File: src/rtl/pg_interval_timer.sv
module pg_interval_timer #(
  parameter int IW    = 16,
  parameter int GUARD = 50
) (
  input  logic          clk,
  input  logic          rst_n,
  input  logic          tick,
  input  logic          cfg_done,
  input  logic          cfg_periodic,
  input  logic [IW-1:0] cfg_interval,
  input  logic          done_in,
  input  logic          man_trig,
  input  logic          man_rel,
  output logic          gate_n
);

  localparam logic [IW-1:0] GD = IW'(GUARD);

  typedef enum logic [2:0] {S_CFG, S_ON, S_OFF, S_IDLE, S_HOLD} state_t;

  state_t        state;
  logic [IW-1:0] cnt, ival;
  logic          periodic, done_used;
  logic [2:0]    dsync;

  wire [IW-1:0] cnt_nx    = cnt + 1'b1;
  wire          done_rise = dsync[1] & ~dsync[2];
  wire          end_on    = tick && (cnt_nx == ival - GD);
  wire          end_iv    = tick && (cnt_nx == ival);

  assign gate_n = !(state == S_ON || state == S_HOLD);

  always_ff @(posedge clk or negedge rst_n)
    if (!rst_n) dsync <= '0;
    else        dsync <= {dsync[1:0], done_in};

  always_ff @(posedge clk or negedge rst_n) begin
    if (!rst_n) begin
      state     <= S_CFG;
      cnt       <= '0;
      ival      <= '0;
      periodic  <= 1'b0;
      done_used <= 1'b0;
    end else begin
      unique case (state)
        S_CFG: if (cfg_done) begin
          ival      <= cfg_interval;
          periodic  <= cfg_periodic;
          cnt       <= '0;
          done_used <= 1'b0;
          state     <= S_ON;
        end
        S_ON: begin
          if (tick) cnt <= cnt_nx;
          if (end_on) state <= S_OFF;
          else if (done_rise && !done_used) begin
            state     <= S_OFF;
            done_used <= 1'b1;
          end
        end
        S_OFF: begin
          if (man_trig) begin
            cnt   <= '0;
            state <= S_HOLD;
          end else if (end_iv) begin
            cnt       <= '0;
            done_used <= 1'b0;
            state     <= periodic ? S_ON : S_IDLE;
          end else if (tick) cnt <= cnt_nx;
        end
        S_IDLE: if (man_trig) begin
          cnt   <= '0;
          state <= S_HOLD;
        end
        S_HOLD: begin
          cnt <= '0;
          if (man_rel) begin
            done_used <= 1'b0;
            state     <= S_ON;
          end
        end
        default: state <= S_CFG;
      endcase
    end
  end

  a_r1_cfg_starts_pulse: assert property (@(posedge clk) disable iff (!rst_n)
    (state == S_CFG && cfg_done) |=> !gate_n);

  a_r3_count_in_range: assert property (@(posedge clk) disable iff (!rst_n)
    (state == S_ON || state == S_OFF) |-> cnt < ival);

  a_r4_done_ends_pulse: assert property (@(posedge clk) disable iff (!rst_n)
    (state == S_ON && done_rise && !done_used) |=> gate_n);

  a_r5_idle_only_oneshot: assert property (@(posedge clk) disable iff (!rst_n)
    (state == S_IDLE) |-> !periodic);

  a_r6_trig_powers_load: assert property (@(posedge clk) disable iff (!rst_n)
    ((state == S_IDLE || state == S_OFF) && man_trig) |=> !gate_n);

  a_r6_hold_keeps_on: assert property (@(posedge clk) disable iff (!rst_n)
    (state == S_HOLD && !man_rel) |=> (state == S_HOLD && !gate_n));

  a_r7_trig_ignored_on: assert property (@(posedge clk) disable iff (!rst_n)
    (state == S_ON && man_trig) |=> state != S_HOLD);

endmodule

File: config.mk
export PLATFORM = sky130hd
export DESIGN_NAME = pg_interval_timer
export DESIGN_NICKNAME = d
export VERILOG_FILES = /design/src/rtl/pg_interval_timer.sv
export SDC_FILE = /design/constraint.sdc
export NUM_CORES = 1
export LEC_CHECK = 0
export BUFFER_PORTS_ARGS = -buffer_cell sky130_fd_sc_hd__buf_2
export CORE_MARGIN = 5
export CORE_UTILIZATION = 60
export DETAILED_ROUTE_END_ITERATION = 12
export PLACE_DENSITY_LB_ADDON = 0.15
export SLEW_MARGIN = 20
export SYNTH_ARGS = -nofsm -noshare
export SYNTH_HDL_FRONTEND = slang
export SYNTH_SLANG_ARGS = --single-unit
File: constraint.sdc
create_clock -name clk -period 4.5 [get_ports clk]
set_clock_uncertainty 0.2 [all_clocks]
set_input_delay 0.225 -clock clk [delete_from_list [all_inputs] [get_ports clk]]
set_output_delay 0.225 -clock clk [all_outputs]
set_load 0.01 [all_outputs]
==> out/results.tsv <==
stage	metric	value	unit
outcome	status	finished clean	
yosys	yosys.area.top_type_share	33.5	%
global_routing	grt_pass1_vias	2355	
global_routing	grt_max_degree	41	
cells_and_area	final_core_util	70.9	%
hold_path	holdPathEnd	state[2]	
cts	htree_levels	2	
die	dieHeight	80.5	um
yosys	synth.top_cells.by_count	40 x dfrtp_1, 37 x nand2_1, 26 x xnor2_1	
yosys	synth-edff-count	0	
cts	cts-root-buf	clkbuf_8	
routing	vias	2448	
die	ios	25	
yosys	synth_compound_area_share	16.5	%
critical_path	setup.worst_path.end_class	flip-flop	
critical_path	critical_path_required	4.49	ns
routing	drcViolationCount	0	
sta	period_needed	3.52	ns
sta	tns	0	ns
yosys	synth_nets	338	
die	core-area	0.00479	mm2
global_routing	antenna_found_initial	0	
yosys	synth_area	0.00298	mm2
sta	hold_viol	0	
yosys	synthArstFlopShare	100	%
critical_path	r2r_setup_slack	0.98	ns
cells_and_area	syn_to_final_growth	13.7	%
die	rows	25	
cells_and_area	diodes	0	
yosys	yosysTopAreaCell	dfrtp_1	
sta	max-slew-margin-rel	39.6	%
yosys	synth_area_leaders	dfrtp_1 34%, xnor2_1 7.6%, mux2_2 5.3%	
sta	timing.final.crit_share	78.1	%
cells_and_area	multi_input_area	0.00185	mm2
yosys	synth-simple-area-share	24.7	%
cts	cts_sinks	40	
placed_design	place_area	0.00308	mm2
cells_and_area	fillers	373	
yosys	synthAdderAreaFrac	0.839	%
routing	wire_per_inst	16.2	um
die	die_x	80.5	um
critical_path	r2r_start	cnt[0]	
cts	clk-insertion-delay-late	0.30	ns
flow_run	maxCapViolations	0	
sta	report.final.slew_viol_count	0	
critical_path	worst_ep_arrival_time	3.51	ns
global_routing	grt_overflow	0	
cts	cts_setup_buffers	0	
hold_path	holdPathStages	3	
yosys	yosys_warnings	0	
yosys	seq_area_frac_synth	33.5	%
cts	clockBufferDepth	2	
placed_design	hpwl	4750	um
yosys	synthMuxAreaShare	6.62	%
yosys	synthXorXnorAreaFrac	13.0	%
critical_path	crit_fanout	20	
sta	clock.fmax	284	MHz
hold_path	min_path_type	input pin to flip-flop	
placed_design	io_buffers	24	
global_routing	grt_pass1_wl	11400	um
yosys	yosysUniqueCellTypes	67	
routing	drtAntennaViolNets	0	
yosys	yosysMostFrequentCell	dfrtp_1	
cts	cts_resized	0	
yosys	synth_area_per_cell	9.56	um2
sta	rsz0062_at_grt	false	
yosys	synth_top_family_by_area	simple AND/OR/NAND/NOR gates	
cts	cts_buffers	5	
cts	worst_setup_hold_path_clk_slew	0.08	ns
cells_and_area	final_area	0.00339	mm2
pwr	leakage	1.41	nW
cells_and_area	drive_gt1_share	20.5	%
cts	cts_tree	built	
cts	cts_hold_buf	20	
sta	setup_viol	0	
die	initial_core_util	62.4	%
placed_design	place.gp.congestion	0.826	
yosys	synth-seq-cells	40	
critical_path	critPathLaunchType	flip-flop	
cells_and_area	nets	371	
routing	firstDrtPassIters	4	
routing	finalWirelength	6670	um
hold_path	hp-start	man_rel	
critical_path	setup.worst_path.start	cnt[0]	
critical_path	r2r-end	cnt[15]	
routing	drt_iter0_markers	166	
pwr	p_per_area	537	mW/mm2
critical_path	rr_worst_depth	9	
global_routing	grt_util_all_layers	22.9	%
pwr	p_total	1.82	mW
routing	vias_per_cell	5.93	
pwr	ir_worst_vdd	0.387	mV
cells_and_area	seqCellArea	0.00100	mm2
yosys	syn_inst	312	
sta	tightestPinTransition	0.906	ns
die	design.die.area	0.00648	mm2
critical_path	critPathKind	flip-flop to flip-flop	
yosys	synth_flop_cell	dfrtp_1	
[report_power, final]
group	leakage (nW)	switching (mW)	total, mW	internal (mW)
clock network	0.0541	0.129	0.293	0.164
registers	0.509	0.153	0.615	0.462
logic	0.846	0.454	0.915	0.461
total	1.41	0.736	1.82	1.09
[per-layer routing]
metal / track usage [%] / up-vias / share of wire, %
li1: - / 1219 / -
met1: 30.6 / 1173 / 45
met2: 37.5 / 47 / 49
met3: 3.81 / 9 / 4.1
met4: 7.77 / 0 / 1.5
met5: 0 / - / 0
[state kept, by name (all words and copies together), names as in the netlist]
name       cells
done_used      1
cnt           16
state          3
dsync          3
periodic       1
ival          16
[how the worst max path moves through the flow]
| stage | to | slack (ns) | depth (start not counted) |
|---|---|---|---|
| after floorplan | cnt[15] | 1.57 | 10 |
| after global placement | cnt[15] | 1.12 | 9 |
| after detailed placement | cnt[15] | 1.01 | 9 |
| after CTS | cnt[15] | 1.0 | 9 |
| after global routing | cnt[15] | 0.75 | 9 |
| final | cnt[15] | 0.98 | 9 |
[cell usage in the layout, fill, tap and decap left out, types with 6 or more instances in the layout]
master         Yosys  final
xor2_1             8      8
a21o_1             8      8
a21oi_1            9      9
nand2_1           37     37
o21ai_0            9      9
xnor2_1           26     26
nor4_1             6      6
inv_1              6      6
or3_1              7      7
nor2_1            13     13
nor3_1            12     12
buf_2              3     24
dfrtp_1           40     40
mux2_2            14     14
nand4_1            6      6
dlygate4sd3_1      0     20
[cells by family after synthesis]
family,Yosys count
muxes,18
DFF,40
AOI/OAI and AO/OA,68
and+or+nand+nor,121
buffers and inverters,25
xor gates and xnor gates,38
adders and majority gates,2
[critical path, stage by stage (launching register included)]
cell and delay (ns):
dfrtp_1 0.44, ha_1 0.29, and3_1 0.21, xnor2_1 0.15
or4_1 0.57, nor4_1 0.33, o2111ai_2 0.27, nand2_1 0.55
nor3_1 0.11, a211o_1 0.28
[layout make-up]
| type | instances | share of cell area (%) |
|---|---|---|
| Timing Repair Buffer | 45 | 9.66 |
| Clock inverter | 3 | 1.25 |
| Inverter | 6 | 0.664 |
| Clock buffer | 5 | 2.03 |
| Tap cell | 67 | 2.47 |
| Sequential cell | 40 | 29.5 |
| Multi-Input combinational cell | 247 | 54.4 |
[per-stage QoR]
step                      cells  setup slack (ns)  hold slack [ns]
final                       413             0.984           0.0429
after detailed placement    385              1.01            0.137
after global routing        413             0.747           0.0515
after floorplan             312              1.57           -0.271
after CTS                   413             0.998           0.0301
after global placement      385              1.12            0.134
(Power assumes the default switching activity.)
